### src/rtl/sbus_pkg.sv
// Package: shared types for the single-wire bus slave engine.
// Assumes: one frame is parsed at a time; states are ordered as a frame runs.
package sbus_pkg;

    typedef enum logic [3:0] {
        ST_IDLE,
        ST_DEV,
        ST_ADDR,
        ST_RW,
        ST_WDATA,
        ST_WPAR,
        ST_WACK,
        ST_RDATA,
        ST_RPAR,
        ST_RACK
    } sbus_state_e;

endpackage

### src/rtl/sbus_hdr_decode.sv
// Module: sbus_hdr_decode
// Decides, from header fields, whether this slave takes part in a frame.
// Assumes: dev_full_i holds the complete device number in the slot where
// its last bit arrives; bcast_i and addr_i are stable when rw_i is judged.
module sbus_hdr_decode #(
    parameter int unsigned          DEV_W     = 3,
    parameter int unsigned          ADDR_W    = 7,
    parameter logic [ADDR_W-1:0]    CTRL_ADDR = '0
) (
    input  logic [DEV_W-1:0]  dev_full_i,
    input  logic [DEV_W-1:0]  strap_i,
    input  logic              bcast_i,
    input  logic [ADDR_W-1:0] addr_i,
    input  logic              rw_i,
    output logic              dev_ok_o,
    output logic              dev_bcast_o,
    output logic              rw_accept_o
);

    // Device match: own strap or the broadcast number.
    always_comb begin
        dev_bcast_o = (dev_full_i == '0);
        dev_ok_o    = (dev_full_i == strap_i) || dev_bcast_o;
    end

    // Broadcast frames are only kept for writes to the control register.
    always_comb begin
        rw_accept_o = !bcast_i || (!rw_i && (addr_i == CTRL_ADDR));
    end

endmodule

### src/rtl/sbus_shifter.sv
// Module: sbus_shifter
// Data shift register shared by read and write data, plus running parity.
// Assumes: load and shift are never requested in the same cycle; clear_i
// restarts the parity at each frame start.
module sbus_shifter #(
    parameter int unsigned DATA_W = 16
) (
    input  logic              clk,
    input  logic              rst_n,
    input  logic              clear_i,
    input  logic              load_i,
    input  logic [DATA_W-1:0] load_val_i,
    input  logic              shift_i,
    input  logic              in_bit_i,
    input  logic              fold_i,
    input  logic              fold_bit_i,
    output logic [DATA_W-1:0] data_o,
    output logic              msb_o,
    output logic              par_o
);

    logic [DATA_W-1:0] data_q;
    logic              par_q;

    // Shift register: parallel load for reads, serial shift for both directions.
    always_ff @(posedge clk) begin
        if (!rst_n) begin
            data_q <= '0;
        end else if (load_i) begin
            data_q <= load_val_i;
        end else if (shift_i) begin
            data_q <= {data_q[DATA_W-2:0], in_bit_i};
        end
    end

    // Running XOR of every frame bit folded in so far.
    always_ff @(posedge clk) begin
        if (!rst_n || clear_i) begin
            par_q <= 1'b0;
        end else if (fold_i) begin
            par_q <= par_q ^ fold_bit_i;
        end
    end

    assign data_o = data_q;
    assign msb_o  = data_q[DATA_W-1];
    assign par_o  = par_q;

endmodule

### src/rtl/sbus_err_status.sv
// Module: sbus_err_status
// Holds the sticky bus-error flag and the attention request.
// Assumes: fail_i and clr_i are never high together, since a failure
// and a positive acknowledge cannot happen in the same slot.
module sbus_err_status (
    input  logic clk,
    input  logic rst_n,
    input  logic fail_i,
    input  logic clr_i,
    input  logic start_i,
    output logic ber_o,
    output logic attn_o
);

    // Sticky error: set by a failed acknowledge, cleared by software.
    always_ff @(posedge clk) begin
        if (!rst_n) begin
            ber_o <= 1'b0;
        end else if (fail_i) begin
            ber_o <= 1'b1;
        end else if (clr_i) begin
            ber_o <= 1'b0;
        end
    end

    // Attention: raised by a failure, held until the next frame start.
    always_ff @(posedge clk) begin
        if (!rst_n) begin
            attn_o <= 1'b0;
        end else if (fail_i) begin
            attn_o <= 1'b1;
        end else if (start_i) begin
            attn_o <= 1'b0;
        end
    end

endmodule

### src/rtl/sbus_slave_engine.sv
// Module: sbus_slave_engine (top)
// Slave transaction engine for a single-wire register-access bus: parses
// the header, moves data MSB first with even parity, handles acknowledge,
// and keeps a sticky error flag with an attention request.
// Assumes: slot_i and start_i are one-cycle strobes; reg_rdata_i is a
// combinational function of reg_addr_o; STATUS_ADDR and CTRL_ADDR are
// narrow in WIDE_MAP.
module sbus_slave_engine
    import sbus_pkg::*;
#(
    parameter int unsigned             DEV_W       = 3,
    parameter int unsigned             ADDR_W      = 7,
    parameter int unsigned             DATA_W      = 16,
    parameter int unsigned             NARROW_W    = 8,
    parameter logic [ADDR_W-1:0]       CTRL_ADDR   = 7'h00,
    parameter logic [ADDR_W-1:0]       STATUS_ADDR = 7'h01,
    parameter logic [(1<<ADDR_W)-1:0]  WIDE_MAP    = {{64{1'b1}}, {64{1'b0}}}
) (
    input  logic              clk,
    input  logic              rst_n,
    input  logic [DEV_W-1:0]  dev_strap_i,
    input  logic              start_i,
    input  logic              slot_i,
    input  logic              rx_bit_i,
    output logic              tx_drive_o,
    output logic              tx_bit_o,
    output logic [ADDR_W-1:0] reg_addr_o,
    input  logic [DATA_W-1:0] reg_rdata_i,
    output logic              reg_we_o,
    output logic [DATA_W-1:0] reg_wdata_o,
    output logic              ber_o,
    output logic              attn_o
);

    localparam int unsigned MAX_FIELD = (DATA_W > ADDR_W) ? DATA_W : ADDR_W;
    localparam int unsigned CNT_W     = $clog2(MAX_FIELD + 1);
    localparam int unsigned PAD_W     = DATA_W - NARROW_W;

    sbus_state_e       state_q;
    logic [CNT_W-1:0]  cnt_q;
    logic [DEV_W-1:0]  dev_q;
    logic [ADDR_W-1:0] addr_q;
    logic              bcast_q;
    logic              ok_q;

    logic              take;
    logic [DEV_W-1:0]  dev_full;
    logic              dev_ok, dev_bcast, rw_accept;
    logic              wide;
    logic [CNT_W-1:0]  last_idx;
    logic              is_status;
    logic [DATA_W-1:0] rd_raw, rd_load;
    logic              sh_load, sh_shift, sh_fold, sh_fold_bit;
    logic [DATA_W-1:0] sh_data;
    logic              sh_msb, par;
    logic              fail, st_clr, ack_slot_ok;

    // Slot accepted only when no start strobe overrides it.
    assign take      = slot_i && !start_i;
    assign dev_full  = {dev_q[DEV_W-2:0], rx_bit_i};
    assign wide      = WIDE_MAP[addr_q];
    assign last_idx  = wide ? CNT_W'(DATA_W - 1) : CNT_W'(NARROW_W - 1);
    assign is_status = (addr_q == STATUS_ADDR);

    sbus_hdr_decode #(
        .DEV_W     (DEV_W),
        .ADDR_W    (ADDR_W),
        .CTRL_ADDR (CTRL_ADDR)
    ) u_hdr (
        .dev_full_i  (dev_full),
        .strap_i     (dev_strap_i),
        .bcast_i     (bcast_q),
        .addr_i      (addr_q),
        .rw_i        (rx_bit_i),
        .dev_ok_o    (dev_ok),
        .dev_bcast_o (dev_bcast),
        .rw_accept_o (rw_accept)
    );

    // Read value: status word from this block or the register file, left-aligned when narrow.
    always_comb begin
        rd_raw  = is_status ? {{(DATA_W-1){1'b0}}, ber_o} : reg_rdata_i;
        rd_load = wide ? rd_raw : (rd_raw << PAD_W);
    end

    // Shifter controls: fold header and data bits into parity, shift data fields.
    always_comb begin
        sh_load     = take && (state_q == ST_RW) && rx_bit_i && rw_accept;
        sh_shift    = take && ((state_q == ST_WDATA) || (state_q == ST_RDATA));
        sh_fold     = take && ((state_q == ST_DEV) || (state_q == ST_ADDR) ||
                               (state_q == ST_RW)  || (state_q == ST_WDATA) ||
                               (state_q == ST_RDATA));
        sh_fold_bit = (state_q == ST_RDATA) ? sh_msb : rx_bit_i;
    end

    sbus_shifter #(
        .DATA_W (DATA_W)
    ) u_shift (
        .clk        (clk),
        .rst_n      (rst_n),
        .clear_i    (start_i),
        .load_i     (sh_load),
        .load_val_i (rd_load),
        .shift_i    (sh_shift),
        .in_bit_i   (rx_bit_i),
        .fold_i     (sh_fold),
        .fold_bit_i (sh_fold_bit),
        .data_o     (sh_data),
        .msb_o      (sh_msb),
        .par_o      (par)
    );

    // Frame sequencer: walks header, data, parity and acknowledge slots.
    always_ff @(posedge clk) begin
        if (!rst_n) begin
            state_q <= ST_IDLE;
            cnt_q   <= '0;
            dev_q   <= '0;
            addr_q  <= '0;
            bcast_q <= 1'b0;
            ok_q    <= 1'b0;
        end else if (start_i) begin
            state_q <= ST_DEV;
            cnt_q   <= '0;
            bcast_q <= 1'b0;
            ok_q    <= 1'b0;
        end else if (slot_i) begin
            case (state_q)
                ST_DEV: begin
                    dev_q <= dev_full;
                    if (cnt_q == CNT_W'(DEV_W - 1)) begin
                        cnt_q   <= '0;
                        bcast_q <= dev_bcast;
                        state_q <= dev_ok ? ST_ADDR : ST_IDLE;
                    end else begin
                        cnt_q <= cnt_q + 1'b1;
                    end
                end
                ST_ADDR: begin
                    addr_q <= {addr_q[ADDR_W-2:0], rx_bit_i};
                    if (cnt_q == CNT_W'(ADDR_W - 1)) begin
                        cnt_q   <= '0;
                        state_q <= ST_RW;
                    end else begin
                        cnt_q <= cnt_q + 1'b1;
                    end
                end
                ST_RW: begin
                    cnt_q <= '0;
                    if (!rw_accept) begin
                        state_q <= ST_IDLE;
                    end else begin
                        state_q <= rx_bit_i ? ST_RDATA : ST_WDATA;
                    end
                end
                ST_WDATA: begin
                    if (cnt_q == last_idx) begin
                        state_q <= ST_WPAR;
                    end else begin
                        cnt_q <= cnt_q + 1'b1;
                    end
                end
                ST_WPAR: begin
                    ok_q    <= (rx_bit_i == par);
                    state_q <= ST_WACK;
                end
                ST_RDATA: begin
                    if (cnt_q == last_idx) begin
                        state_q <= ST_RPAR;
                    end else begin
                        cnt_q <= cnt_q + 1'b1;
                    end
                end
                ST_RPAR: state_q <= ST_RACK;
                default: state_q <= ST_IDLE;
            endcase
        end
    end

    // Line output: data, parity or acknowledge in the slots this slave owns.
    always_comb begin
        tx_drive_o = (state_q == ST_RDATA) || (state_q == ST_RPAR) || (state_q == ST_WACK);
        case (state_q)
            ST_RDATA: tx_bit_o = sh_msb;
            ST_RPAR:  tx_bit_o = par;
            ST_WACK:  tx_bit_o = ok_q;
            default:  tx_bit_o = 1'b0;
        endcase
    end

    // Commit, status clear and failure detection in the acknowledge slots.
    always_comb begin
        reg_wdata_o = wide ? sh_data : {{PAD_W{1'b0}}, sh_data[NARROW_W-1:0]};
        ack_slot_ok = take && (state_q == ST_WACK) && ok_q;
        reg_we_o    = ack_slot_ok && !is_status;
        st_clr      = ack_slot_ok && is_status && reg_wdata_o[0];
        fail        = take && (((state_q == ST_RACK) && !rx_bit_i) ||
                               ((state_q == ST_WACK) && !ok_q));
    end

    assign reg_addr_o = addr_q;

    sbus_err_status u_err (
        .clk     (clk),
        .rst_n   (rst_n),
        .fail_i  (fail),
        .clr_i   (st_clr),
        .start_i (start_i),
        .ber_o   (ber_o),
        .attn_o  (attn_o)
    );

endmodule

### config.mk
export PLATFORM = sky130hd
export DESIGN_NAME = sbus_slave_engine
export DESIGN_NICKNAME = d
export VERILOG_FILES = /design/src/rtl/sbus_pkg.sv /design/src/rtl/sbus_hdr_decode.sv /design/src/rtl/sbus_shifter.sv /design/src/rtl/sbus_err_status.sv /design/src/rtl/sbus_slave_engine.sv
export SDC_FILE = /design/constraint.sdc
export NUM_CORES = 1
export LEC_CHECK = 0
export ABC_AREA = 0
export CAP_MARGIN = 10
export CORE_ASPECT_RATIO = 1.75
export CORE_UTILIZATION = 55
export DETAILED_ROUTE_END_ITERATION = 10
export HOLD_SLACK_MARGIN = 0.12
export PLACE_DENSITY = 0.85
export SYNTH_ARGS = -nofsm -noshare
export SYNTH_HDL_FRONTEND = slang
export SYNTH_SLANG_ARGS = --single-unit
### constraint.sdc
create_clock -name clk -period 4.25 [get_ports clk]
set_input_delay 0.85 -clock clk [delete_from_list [all_inputs] [get_ports clk]]
set_output_delay 0.85 -clock clk [all_outputs]
set_load 0.03 [all_outputs]
## Word-level counts from Yosys, hierarchy flattened

Memories as Yosys holds them, arrays and structs flattened. A register that Yosys moved wholly into a read port is not among the register bits.
Index checks and enable logic that the tools add are counted.

| storage, ports and cells | value |
|---|---|
| latch bits | 0 |
| word-level logic and storage cells | 118 |
| bits in writable memories | 0 |
| bits in registers | 39 |
| memories | 1 |
| memory bits (read-only) | 128 |

Memories:

| name | depth | bits a word | rd ports | clocked after Yosys merged registers in | write ports | RTL line | source |
|---|---|---|---|---|---|---|---|
| (no name shown) | 128 | 1 | 1 | 1 | 0 | sbus_slave_engine.sv:61 | `assign wide = WIDE_MAP[addr_q];` |

| operators by class | value |
|---|---|
| shift operators | 0 |
| bitwise logic cells | 3 |
| eq/ne operators | 24 |
| add/subtract/negate cells | 1 |
| multiply operators | 0 |
| order comparisons | 1 |
| mux-type cells | 29 |
| divide/modulo/power cells | 0 |
| reductions and logical operators | 48 |

Operators with widths:

| cell | number |
|---|---|
| 16-bit two-way mux | 5 |
| 4-bit case mux with 7 select lines | 1 |
| 4-bit two-way mux | 5 |
| 5-bit case mux with 4 select lines | 1 |
| 4-bit by 3-bit == test with 1-bit output (second input constant) | 4 |
| 1-bit logical AND | 15 |
| 5-bit two-way mux | 3 |
| 7-bit two-way mux | 2 |
| 3-bit by 2-bit inequality test with 1-bit output (second input constant) | 4 |
| 3-bit AND reduction | 4 |
| 1-bit logical OR | 11 |
| 5-bit AND reduction | 2 |
| 4-bit by 2-bit == test with 1-bit output (second input constant) | 2 |
| 4-bit == test (second input constant) | 2 |
| 7-bit by 8-bit < comparator with 1-bit output (second input constant) | 1 |
| 1-bit two-way mux | 8 |
| 2-bit by 1-bit inequality test with 1-bit output (second input constant) | 4 |
| 2-bit nonzero test | 4 |
| 7-bit by 1-bit == test with 1-bit output (second input constant) | 1 |
| 7-bit logical NOT | 1 |
| 1-bit logical NOT | 6 |
| 5-bit by 1-bit adder with 5-bit output (second input constant) | 1 |
| 5-bit by 2-bit == test with 1-bit output (second input constant) | 1 |
| 5-bit by 3-bit == test with 1-bit output (second input constant) | 1 |
| other kinds (14) | 17 |

## Longest topological paths before layout

| logic depth | value |
|---|---|
| word-level depth | 8 |
| mapped depth | 7 |
| depth with buffers taken out | 7 |

## Modules after synthesis

From an unflattened synthesis, not the netlist that was laid out.

| unflattened totals | value |
|---|---|
| cell total of the unflattened synthesis | 307 |
| area total of the unflattened synthesis | 2,738.9 um2 |

Modules (own cells, without submodules):

| module | instances | cells each | sequential area each (um2) | area an instance (um2) |
|---|---|---|---|---|
| sbus_slave_engine | 1 | 206 | 420.4 | 1,632.8 |
| sbus_shifter | 1 | 77 | 340.3 | 909.6 |
| sbus_hdr_decode | 1 | 18 | 0.0 | 113.9 |
| sbus_err_status | 1 | 6 | 40.0 | 82.6 |

## Worst setup path after synthesis

OpenSTA, ideal clock, no wires.

| timing | value |
|---|---|
| kind | input-to-output |
| start | input port start_i |
| end | output port reg_we_o |
| path buffers | 0 |
| arrival time | 1.798 ns |
| setup slack | 1.602 ns |
| cell stages on the path | 4 |
| cells stage by stage | nand2b_2 > nor2_1 > and3_1 > nor2b_1 |

| between the ends | value |
|---|---|
| longest elaborated chain between the ends | 5 |

Ends and longest elaborated chain:

| what | RTL line | source |
|---|---|---|
| start: declaration | sbus_slave_engine.sv:22 | `input logic start_i,` |
| 1-bit logical NOT | sbus_slave_engine.sv:59 | `assign take = slot_i && !start_i;` |
| 1-bit logical AND | sbus_slave_engine.sv:59 |  |
| 1-bit logical AND (2 in a row) | sbus_slave_engine.sv:194 | `ack_slot_ok = take && (state_q == ST_WACK) && ok_q;` |
| 1-bit logical AND | sbus_slave_engine.sv:195 | `reg_we_o = ack_slot_ok && !is_status;` |
| end: declaration | sbus_slave_engine.sv:29 | `output logic reg_we_o,` |

Every way passes these cells.

## Worst setup path after layout

Ends and elaborated chain as after synthesis.

==> impl_metrics.yaml <==
power_and_ir_drop:
  leakagePower_nw: 1.145
  peakVddDrop_mv: 0.2145
  power.density_nw_per_um2: 240.6
  power_mw: 0.7215
global_route:
  grt_usage_pct: 28.08
  grt_pass1_vias: 2212
  antenna_found_initial: 0
  grt_pass1_wl_mm: 10.11
  grt_max_degree: 31
  overflow: 0
timing:
  final.min_clock_period_ns: 3.601
  tns_ns: 0
  tightest_slew_ns: 0.8359
  fmax_mhz: 277.7
  setup_viol: 0
  relSlewSlack_pct: 44.20
  rsz0062_at_grt: "false"
  hold_violations: 0
  clock_skew_ns: 0.002779
  min_period_over_period_pct: 84.72
  slew_violations: 0
  holdWs_ns: 0.4966
synth:
  syn_area_per_cell_um2: 8.375
  async_flop_share_pct: 0
  synth_edf_count: 0
  syn-cell-area_um2: 2487
  ys_seq_area_share_pct: 32.19
  yosysUniqueCellTypes: 58
  synth_area_leaders: "dfxtp_1, mux2i_1, o21ai_0, and2_1, nor2b_1"
  ys.flop_type: "dfxtp_1"
  synth_nets: 323
  synth_warnings: 0
  synth_top_area_share_pct: 32.19
  synth-seq-cells: 40
  synth_area_leader_cell: "dfxtp_1"
  postSynthCellCount: 297
die:
  core-area_um2: 4364
  die-height_um: 90.96
  start_util_pct: 57.00
  io_pins: 52
  die_x_um: 52.84
  row_count: 32
  die_area_um2: 4806
finish:
  area_growth_pct: 20.57
  drive_above_1_share_pct: 6.402
  final_common_cell: "clkdlybuf4s50_1"
  diodes: 0
  nNetsFinal: 353
  layout_common_cells: "clkdlybuf4s50_1, dfxtp_1, mux2i_1, o21ai_0"
  fin_util_pct: 68.72
  fillers: 351
  finalNonFillerCells: 379
status:
  status: "finished clean"
cts:
  cts.clk_slew.worst_paths_ns: 0.08
  numCtsBuffers: 5
  hold_buffers: 0
  htree_levels: 2
  post_cts_resized: 0
  clk-insertion-delay-late_ns: 0.30
  cts_sinks: 40
  cts_setup_buffers: 0
  cts_buffer_depth: 2
  cts_tree: "yes"
  clockRootBuffer: "clkbuf_8"
place:
  portBuffers: 51
  dp.final_hpwl_mm: 4.500
  place_inst: 371
  place.gp.congestion: 0.9075
routing:
  drc: 0
  route.vias.total: 2371
  wirelength_mm: 6.228
  wire_per_inst_um: 16.43
  first_iter_violations: 96
  viasPerCell: 6.256
  antenna_left: 0
  dr.pass1.iters: 4
worst_setup_path:
  rrSetupSlack_ns: 1.66
  cp-startpoint: "start_i"
  endpoint: "reg_we_o"
  worstPathMaxFanout: 7
  reg2reg_to: "u_shift.data_o[0]$_SDFFE_PN0P_"
  start_kind: "input pin"
  crit_type: "input pin to primary output"
  r2r-start: "state_q[0]$_SDFFE_PN0P_"
  cp.required_ns: 3.40
  end_kind: "primary output"
  critPathArrivalTime_ns: 2.75
  rr_worst_depth: 5
worst_hold_path:
  min_from: "u_err.attn_o$_SDFFE_PN0P_"
  hold_class: "register to register"
job:
  maxCapViolations: 0
## kinds of logic after synthesis
kind of cell / after synthesis / synth area share (%)
buffers and inverters: 42 / 8.400
xor gates and xnor gates: 6 / 2.113
AOI/OAI and AO/OA: 78 / 21.03
muxes: 27 / 10.97
and+or+nand+nor: 102 / 24.30
adders and majority gates: 2 / 1.006
DFF: 40 / 32.19
## synth_stat cells (4+ instances only)
cell      number
nor2b_1       13
nand3_1       11
dfxtp_1       40
o22ai_1        6
inv_1         13
and2_1        16
nor2_1        16
xor2_1         4
mux2i_1       25
buf_4          9
and3_1         5
a21oi_1       14
a31oi_1        6
clkbuf_1      14
o21ai_0       21
nand2_1       12
## per-layer routing
metal / GRT usage [%] / share of wire, % / routed length (um)
met1: 30.89 / 38 / 2340
met2: 49.05 / 54 / 3392
met3: 6.030 / 5.2 / 321
met4: 12.28 / 2.8 / 174
met5: 0 / 0 / 0
## how the worst min path moves through the flow
stage	to	slack (ns)	cells after the start
5_1_grt	u_err.attn_o$_SDFFE_PN0P_	0.53	1
3_5_place_dp	u_err.attn_o$_SDFFE_PN0P_	0.48	1
6_report	u_err.attn_o$_SDFFE_PN0P_	0.50	1
4_1_cts	u_err.attn_o$_SDFFE_PN0P_	0.50	1
2_1_floorplan	bcast_q$_SDFFE_PP0P_	0.47	2
3_3_place_gp	u_err.attn_o$_SDFFE_PN0P_	0.47	1
## power by group
| part | switching, mW | leakage [nW] | internal (mW) |
|---|---|---|---|
| logic | 0.0353 | 0.778 | 0.0364 |
| registers | 0.00811 | 0.323 | 0.377 |
| clock network | 0.149 | 0.0445 | 0.117 |
| total | 0.192 | 1.15 | 0.530 |
## through the flow
stage	instance area [um2]	setup slack, ns
after detailed placement	2909	0.6580
after global routing	2999	0.5415
final	2999	0.6493
after CTS	2999	0.6319
after global placement	2909	0.6597
after floorplan	2487	1.602
## cell type report
cell class / count / area [um2] / area share (%)
inverters: 13 / 48.80 / 1.627
well taps: 51 / 63.81 / 2.128
multi-input cells: 215 / 1478 / 49.27
flip-flops and latches: 40 / 800.8 / 26.70
clock buffers: 5 / 68.82 / 2.295
repair buffers: 52 / 518.0 / 17.27
clock inverters: 3 / 21.27 / 0.7092
## worst max-delay path: stages
cell and delay (ns):
clkdlybuf4s50_1 0.47, nand2b_2 0.26, nor2_1 0.14, and3_1 0.19, nor2b_1 0.15, clkdlybuf4s50_1 0.68
## flip-flops by register name (all words and copies together) (netlist names), 2 cells and up
register,cells
state_q,4
u_shift.data_o,16
dev_q,2
cnt_q,5
reg_addr_o,7
(Power assumes the default switching activity.)
